$ cat src/rtl/bg_pkg.sv
// Shared definitions for the battery guard controller.
// Assumes: one clock domain, flags already synchronised.
package bg_pkg;

    // Protection states of the supervisor.
    typedef enum logic [2:0] {
        ST_NORMAL = 3'd0,
        ST_OVCHG  = 3'd1,
        ST_OVDIS  = 3'd2,
        ST_OVCUR  = 3'd3,
        ST_PDOWN  = 3'd4
    } bg_state_e;

    // Index of each hold timer in the timer bank.
    localparam int unsigned TM_OVC = 0;   // overcharge qualification
    localparam int unsigned TM_ODC = 1;   // overdischarge qualification
    localparam int unsigned TM_OCR = 2;   // overcurrent qualification
    localparam int unsigned TM_ABN = 3;   // abnormal charge current qualification
    localparam int unsigned TM_NUM = 4;

    // Comparator flags bundled for internal routing.
    typedef struct packed {
        logic vbat_above_oc;
        logic vbat_below_ocrel;
        logic vbat_below_od;
        logic vbat_above_odrel;
        logic vbat_zero;
        logic sense_below_chg;
        logic sense_above_ioc;
        logic sense_near_supply;
    } bg_flags_t;

endpackage

$ cat src/rtl/bg_hold_timer.sv
// Hold timer: raises expired when cond has been true, with en set,
// on DELAY consecutive sampling edges (the DELAY-th one included).
// Assumes: DELAY >= 1; the count restarts whenever cond or en drops.
module bg_hold_timer #(
    parameter int unsigned DELAY = 4
) (
    input  logic clk,
    input  logic rst_n,
    input  logic en,
    input  logic cond,
    output logic expired
);
    localparam int unsigned CW   = $clog2(DELAY + 1);
    localparam logic [CW-1:0] LAST = CW'(DELAY - 1);

    logic [CW-1:0] cnt_q;

    // Count consecutive qualified cycles, saturating at the last step.
    always_ff @(posedge clk) begin
        if (!rst_n) begin
            cnt_q <= '0;
        end else if (!(en && cond)) begin
            cnt_q <= '0;
        end else if (cnt_q != LAST) begin
            cnt_q <= cnt_q + 1'b1;
        end
    end

    // Expiry is seen on the edge that completes the run.
    always_comb begin
        expired = en && cond && (cnt_q >= LAST);
    end

endmodule

$ cat src/rtl/bg_fsm.sv
// Protection state machine: moves between normal, overcharge,
// overdischarge, overcurrent and power-down on qualified events,
// and tracks the abnormal-charge-current condition inside normal.
// Assumes: tm_exp comes from bg_hold_timer instances indexed per bg_pkg.
module bg_fsm
    import bg_pkg::*;
(
    input  logic              clk,
    input  logic              rst_n,
    input  bg_flags_t         flags,
    input  logic [TM_NUM-1:0] tm_exp,
    output bg_state_e         state,
    output logic              abn_flag
);
    bg_state_e state_d;
    logic      abn_d;
    logic      od_release;
    logic      oc_release;

    // Release conditions for the two voltage faults.
    always_comb begin
        // A charger lets overdischarge clear at the bare threshold.
        od_release = flags.sense_below_chg ? !flags.vbat_below_od
                                           : flags.vbat_above_odrel;
        // Overcharge clears by load, or by level once no charger is seen.
        oc_release = (flags.sense_above_ioc && !flags.vbat_above_oc) ||
                     (flags.vbat_below_ocrel && !flags.sense_below_chg);
    end

    // Next-state selection; overcurrent outranks overdischarge outranks overcharge.
    always_comb begin
        state_d = state;
        unique case (state)
            ST_NORMAL: begin
                if (tm_exp[TM_OCR])      state_d = ST_OVCUR;
                else if (tm_exp[TM_ODC]) state_d = ST_OVDIS;
                else if (tm_exp[TM_OVC]) state_d = ST_OVCHG;
            end
            ST_OVCHG: begin
                if (oc_release) state_d = ST_NORMAL;
            end
            ST_OVDIS: begin
                if (od_release)                   state_d = ST_NORMAL;
                else if (flags.sense_near_supply) state_d = ST_PDOWN;
            end
            ST_OVCUR: begin
                if (!flags.sense_above_ioc) state_d = ST_NORMAL;
                else if (tm_exp[TM_ODC])    state_d = ST_OVDIS;
            end
            ST_PDOWN: begin
                if (!flags.sense_near_supply) state_d = ST_OVDIS;
            end
            default: state_d = ST_NORMAL;
        endcase
    end

    // Abnormal-charge flag: lives only inside normal, clears with its cause.
    always_comb begin
        abn_d = abn_flag;
        if (state_d != ST_NORMAL) begin
            abn_d = 1'b0;
        end else if (abn_flag && !flags.sense_below_chg) begin
            abn_d = 1'b0;
        end else if (tm_exp[TM_ABN]) begin
            abn_d = 1'b1;
        end
    end

    // State and flag registers.
    always_ff @(posedge clk) begin
        if (!rst_n) begin
            state    <= ST_NORMAL;
            abn_flag <= 1'b0;
        end else begin
            state    <= state_d;
            abn_flag <= abn_d;
        end
    end

endmodule

$ cat src/rtl/bg_switch_drive.sv
// Output decode: turns state, abnormal-charge flag and near-empty
// policy into switch enables and the power-down request.
// Assumes: zv_cfg is stable outside reset.
module bg_switch_drive
    import bg_pkg::*;
(
    input  bg_state_e state,
    input  logic      abn_flag,
    input  logic      zv_cfg,
    input  logic      vbat_zero,
    output logic      chg_en,
    output logic      dis_en,
    output logic      pwr_dn
);
    logic chg_base;

    // Per-state switch pattern before the near-empty policy.
    always_comb begin
        chg_base = 1'b1;
        dis_en   = 1'b1;
        pwr_dn   = 1'b0;
        unique case (state)
            ST_NORMAL: chg_base = !abn_flag;
            ST_OVCHG:  chg_base = 1'b0;
            ST_OVDIS:  dis_en   = 1'b0;
            ST_OVCUR:  dis_en   = 1'b0;
            ST_PDOWN: begin
                dis_en = 1'b0;
                pwr_dn = 1'b1;
            end
            default: begin
                chg_base = 1'b0;
                dis_en   = 1'b0;
            end
        endcase
    end

    // Near-empty cell: policy overrides the state pattern.
    always_comb begin
        if (vbat_zero) chg_en = zv_cfg;
        else           chg_en = chg_base;
    end

endmodule

$ cat src/rtl/batt_guard_ctrl.sv
// Top of the battery guard controller: captures the near-empty policy
// in reset, qualifies comparator flags with a bank of hold timers,
// and runs the protection state machine and output decode.
// Assumes: comparator flags are synchronous to clk.
module batt_guard_ctrl
    import bg_pkg::*;
#(
    parameter int unsigned OVC_DELAY = 5,
    parameter int unsigned ODC_DELAY = 4,
    parameter int unsigned OCR_DELAY = 3
) (
    input  logic clk,
    input  logic rst_n,
    input  logic cfg_zero_chg,
    input  logic vbat_above_oc,
    input  logic vbat_below_ocrel,
    input  logic vbat_below_od,
    input  logic vbat_above_odrel,
    input  logic vbat_zero,
    input  logic sense_below_chg,
    input  logic sense_above_ioc,
    input  logic sense_near_supply,
    output logic chg_en,
    output logic dis_en,
    output logic pwr_dn
);
    bg_flags_t         flags;
    bg_state_e         state;
    logic              abn_flag;
    logic              zv_cfg_q;
    logic [TM_NUM-1:0] tm_en;
    logic [TM_NUM-1:0] tm_cond;
    logic [TM_NUM-1:0] tm_exp;

    // Bundle the comparator flags.
    always_comb begin
        flags.vbat_above_oc     = vbat_above_oc;
        flags.vbat_below_ocrel  = vbat_below_ocrel;
        flags.vbat_below_od     = vbat_below_od;
        flags.vbat_above_odrel  = vbat_above_odrel;
        flags.vbat_zero         = vbat_zero;
        flags.sense_below_chg   = sense_below_chg;
        flags.sense_above_ioc   = sense_above_ioc;
        flags.sense_near_supply = sense_near_supply;
    end

    // Capture the near-empty policy only while reset is held.
    always_ff @(posedge clk) begin
        if (!rst_n) zv_cfg_q <= cfg_zero_chg;
    end

    // Timer conditions and the states in which each may count.
    always_comb begin
        tm_cond[TM_OVC] = vbat_above_oc;
        tm_en[TM_OVC]   = (state == ST_NORMAL);
        tm_cond[TM_ODC] = vbat_below_od;
        tm_en[TM_ODC]   = (state == ST_NORMAL) || (state == ST_OVCUR);
        tm_cond[TM_OCR] = sense_above_ioc;
        tm_en[TM_OCR]   = (state == ST_NORMAL);
        tm_cond[TM_ABN] = sense_below_chg;
        tm_en[TM_ABN]   = (state == ST_NORMAL) && !abn_flag &&
                          !(zv_cfg_q && vbat_zero);
    end

    // One hold timer per qualified event; abnormal charge shares the overcharge delay.
    for (genvar gi = 0; gi < TM_NUM; gi++) begin : g_tm
        localparam int unsigned DLY =
            (gi == TM_ODC) ? ODC_DELAY :
            (gi == TM_OCR) ? OCR_DELAY : OVC_DELAY;
        bg_hold_timer #(.DELAY(DLY)) u_tm (
            .clk     (clk),
            .rst_n   (rst_n),
            .en      (tm_en[gi]),
            .cond    (tm_cond[gi]),
            .expired (tm_exp[gi])
        );
    end

    bg_fsm u_fsm (
        .clk      (clk),
        .rst_n    (rst_n),
        .flags    (flags),
        .tm_exp   (tm_exp),
        .state    (state),
        .abn_flag (abn_flag)
    );

    bg_switch_drive u_drv (
        .state     (state),
        .abn_flag  (abn_flag),
        .zv_cfg    (zv_cfg_q),
        .vbat_zero (vbat_zero),
        .chg_en    (chg_en),
        .dis_en    (dis_en),
        .pwr_dn    (pwr_dn)
    );

endmodule

$ cat config.mk
export PLATFORM = sky130hd
export DESIGN_NAME = batt_guard_ctrl
export DESIGN_NICKNAME = d
export VERILOG_FILES = /design/src/rtl/bg_pkg.sv /design/src/rtl/bg_hold_timer.sv /design/src/rtl/bg_fsm.sv /design/src/rtl/bg_switch_drive.sv /design/src/rtl/batt_guard_ctrl.sv
export SDC_FILE = /design/constraint.sdc
export NUM_CORES = 1
export LEC_CHECK = 0
export ABC_AREA = 0
export BUFFER_PORTS_ARGS = -buffer_cell sky130_fd_sc_hd__buf_4
export CORE_UTILIZATION = 50
export CTS_BUF_LIST = sky130_fd_sc_hd__clkbuf_8
export CTS_CLUSTER_SIZE = 8
export DETAILED_ROUTE_END_ITERATION = 7
export GPL_TIMING_DRIVEN = 0
export PLACE_DENSITY_LB_ADDON = 0.08
export SLEW_MARGIN = 40
export SYNTH_ARGS = -nofsm -noshare
export SYNTH_HDL_FRONTEND = slang
export SYNTH_HIERARCHICAL = 1
export SYNTH_SLANG_ARGS = --single-unit
$ cat constraint.sdc
create_clock -name clk -period 3.8 [get_ports clk]
set_input_delay 0.76 -clock clk [delete_from_list [all_inputs] [get_ports clk]]
set_output_delay 0.76 -clock clk [all_outputs]
set_load 0.01 [all_outputs]
==> impl_metrics.csv <==
group,metric,value,unit
status,status,"completed",
yosys,synth_seq_cells,16,
yosys,syn-num-nets,124,
worst_setup_path,crit_path_max_incr_delay,530,ps
pwr,p_seq_frac,0.476,
finish,syn_to_final_growth,19.5,%
yosys,synthTopCellsByCount,"15 x dfxtp_1, 11 x inv_1, 10 x nor2_1, 9 x nand3_1, 7 x ha_1",
die,fp.dieW,45.4,um
placed_design,io_buffers,13,
sta,maxSlewViolCount,0,
worst_setup_path,critical_path.top_delay_family,"flip-flops",
yosys,synth_cells,106,
pwr,p_comb_frac,0.147,
pwr,ir_drop,0.000295,V
yosys,synth_area_leader_cell,"dfxtp_1",
worst_setup_path,crit_fanout,11,
worst_setup_path,worst_ep_required_time,3040,ps
yosys,yosysMostFrequentCell,"dfxtp_1",
placed_design,place_congestion,0.793,
route,route.detailed.drc,0,
route,viasPerCell,5.36,
pwr,p_clk_frac,0.376,
sta,tightest_slew,440,ps
finish,insertedDiodeCount,0,
sta,fmax,459,MHz
yosys,synth.avg_cell_area,8.88,um2
finish,design_area,1120,um2
global_route,grt_pass1_wl,2900,um
route,wl,1670,um
die,row_count,15,
placed_design,placedInstanceArea,1070,um2
global_route,grt_pass1_vias,698,
route,final_antenna_net_count,0,
cts,cts_made_buffers,3,
yosys,synth_top_flop_cell,"dfxtp_1",
route,post_drt_wl_per_cell,11.3,um
run,maxCapViolCount,0,
cts,clk_pin_slew_worst_paths,60,ps
die,initial_core_util,0.539,
cts,ctsResizeCount,0,
worst_setup_path,critPathKind,"flop to primary output",
die,pin_count,14,
global_route,antenna_found_initial,0,
global_route,overflow,0,
global_route,grt.total_usage,0.192,
route,dr.pass1.iters,4,
yosys,ys_seq_area_frac,0.351,
route,vias,794,
placed_design,dpl.hpwl,1250,um
cts,cts.root.buffer_cell,"clkbuf_8",
pwr,switching_share,0.235,
die,core,1750,um2
sta,timing.setup.tns,0,ps
cts,clk_latency,250,ps
yosys,synthArstFlopShare,0,
sta,final-hold-violation-count,0,
worst_setup_path,end_kind,"primary output",
worst_setup_path,crit_buf_inv,1,
hold_path,hp-class,"flop to flop",
cts,cts-hold-fix-buffers,0,
yosys,yosys-top-cells-area,"dfxtp_1 32%, ha_1 9.3%, nand3_1 4.8%",
sta,min_period,2180,ps
sta,rsz0062_at_grt,"no",
worst_setup_path,cp-start-kind,"flop",
die,die_y,45.4,um
pwr,p_int,300,uW
pwr,p_leak,0.000497,uW
yosys,synth_edf_count,1,
sta,max-slew-margin-rel,0.706,
sta,finalClockSkew,4.35,ps
yosys,ys_types,33,
yosys,yosysWarnings,6,
yosys,synth_area,941,um2
worst_setup_path,cp_cell_sequence,"nand2b_1 > o31ai_1 > mux2_2 > buf_4",
sta,fin_crit_sh,0.573,
die,fp.dieArea,2060,um2
cts,cts_max_level,1,
cts,clockBufferDepth,2,
cts,cts_setup_buffers,0,
sta,setup_violations,0,
worst_setup_path,arrival,1420,ps
finish,drive_gt1_frac,0.220,
global_route,grt_max_degree,13,
finish,nNetsFinal,142,
pwr,p_sw,92.3,uW
worst_setup_path,slowest_stage,"dfxtp_1",
cts,cts_tree,"yes",
route,first_iter_violations,20,
pwr,power-per-cell-area,349,nW/um2
yosys,yosys.area.top_type_share,0.319,
cts,cts_sinks,16,
## per-stage QoR
step | cells | utilization | setup slack, ps | hold slack, ps | power (uW)
floorplan | 106 | - | 1940 | 460 | 227
finish | 148 | 0.644 | 1620 | 491 | 392
CTS | 148 | 0.644 | 1610 | 495 | 398
detailed placement | 144 | 0.613 | 1740 | 486 | 249
global placement | 144 | 0.613 | 1740 | 475 | 246
global route | 148 | 0.644 | 1530 | 523 | 415
## state kept, by name (all words and copies together), names as in the netlist
| register | count |
|---|---|
| g_tm.u_tm/cnt_q | 11 |
| u_fsm/abn_flag | 1 |
| u_fsm/state | 3 |
| zv_cfg_q | 1 |
## path summary, 6_finish.rpt
check / from / to / slack (ps) / cells past startpoint
min: g_tm[2].u_tm/cnt_q[1]$_SDFFE_PN0N_ / g_tm[2].u_tm/cnt_q[1]$_SDFFE_PN0N_ / 490 / 2
max reg2reg: g_tm[1].u_tm/cnt_q[0]$_SDFFE_PN0N_ / u_fsm/abn_flag$_SDFFE_PP0P_ / 1960 / 8
min reg2reg: g_tm[2].u_tm/cnt_q[1]$_SDFFE_PN0N_ / g_tm[2].u_tm/cnt_q[1]$_SDFFE_PN0N_ / 490 / 2
max: u_fsm/state[2]$_SDFF_PN0_ / chg_en / 1620 / 4
## logic make-up (layout without fill, tap and decap cells)
group | after synthesis | after routing | share of synthesized area
flops | 16 | 16 | 0.351
buf+inv | 11 | 28 | 0.0439
fa+ha+maj | 7 | 7 | 0.0931
compound gates | 22 | 22 | 0.184
xor+xnor | 3 | 3 | 0.0279
mux | 3 | 3 | 0.0346
simple gates | 44 | 44 | 0.266
## layout by cell type (no fill, tap or decap), types with 2 or more instances in the layout
| master | instances |
|---|---|
| o31ai_1 | 2 |
| dfxtp_1 | 15 |
| xor2_1 | 3 |
| nand2b_1 | 4 |
| nand3_1 | 9 |
| a21oi_1 | 5 |
| nor3b_1 | 3 |
| nand2_1 | 4 |
| a21bo_1 | 2 |
| mux2_2 | 2 |
| a211oi_1 | 3 |
| a21o_2 | 2 |
| buf_4 | 13 |
| and3_1 | 3 |
| nor3_2 | 3 |
| ha_1 | 7 |
| nor2b_1 | 2 |
| clkbuf_8 | 4 |
| nor2_1 | 10 |
| inv_1 | 11 |
| and3b_1 | 2 |
## per-layer routing
metal,share of wire,vias to the layer above,global-route usage
met5,0,-,0
met4,0.0060,0,0.0545
met3,0.043,2,0.0595
met2,0.45,17,0.311
met1,0.50,361,0.244
li1,-,414,-
## area by class of cell
type	instances	area (um2)
well taps	25	31.3
clock buffers	4	55.1
multi-input cells	79	569
inverters	11	41.3
repair buffers	13	97.6
flip-flops and latches	16	330
fillers	155	621
## power by group through the flow
stage / clock network, uW / logic (uW) / registers, uW
6_report: 148 / 57.8 / 187
3_5_place_dp: 0 / 58.3 / 191
5_1_grt: 161 / 65.7 / 188
4_1_cts: 153 / 58.5 / 187
2_1_floorplan: 0 / 38.4 / 188
3_3_place_gp: 0 / 56.1 / 190
## worst min-delay path, cell delays in order (launching register included)
cell and delay [ps]:
dfxtp_1 320, nand2_1 80, a21oi_2 50
No activity file was read; power rests on OpenSTA's default activity.
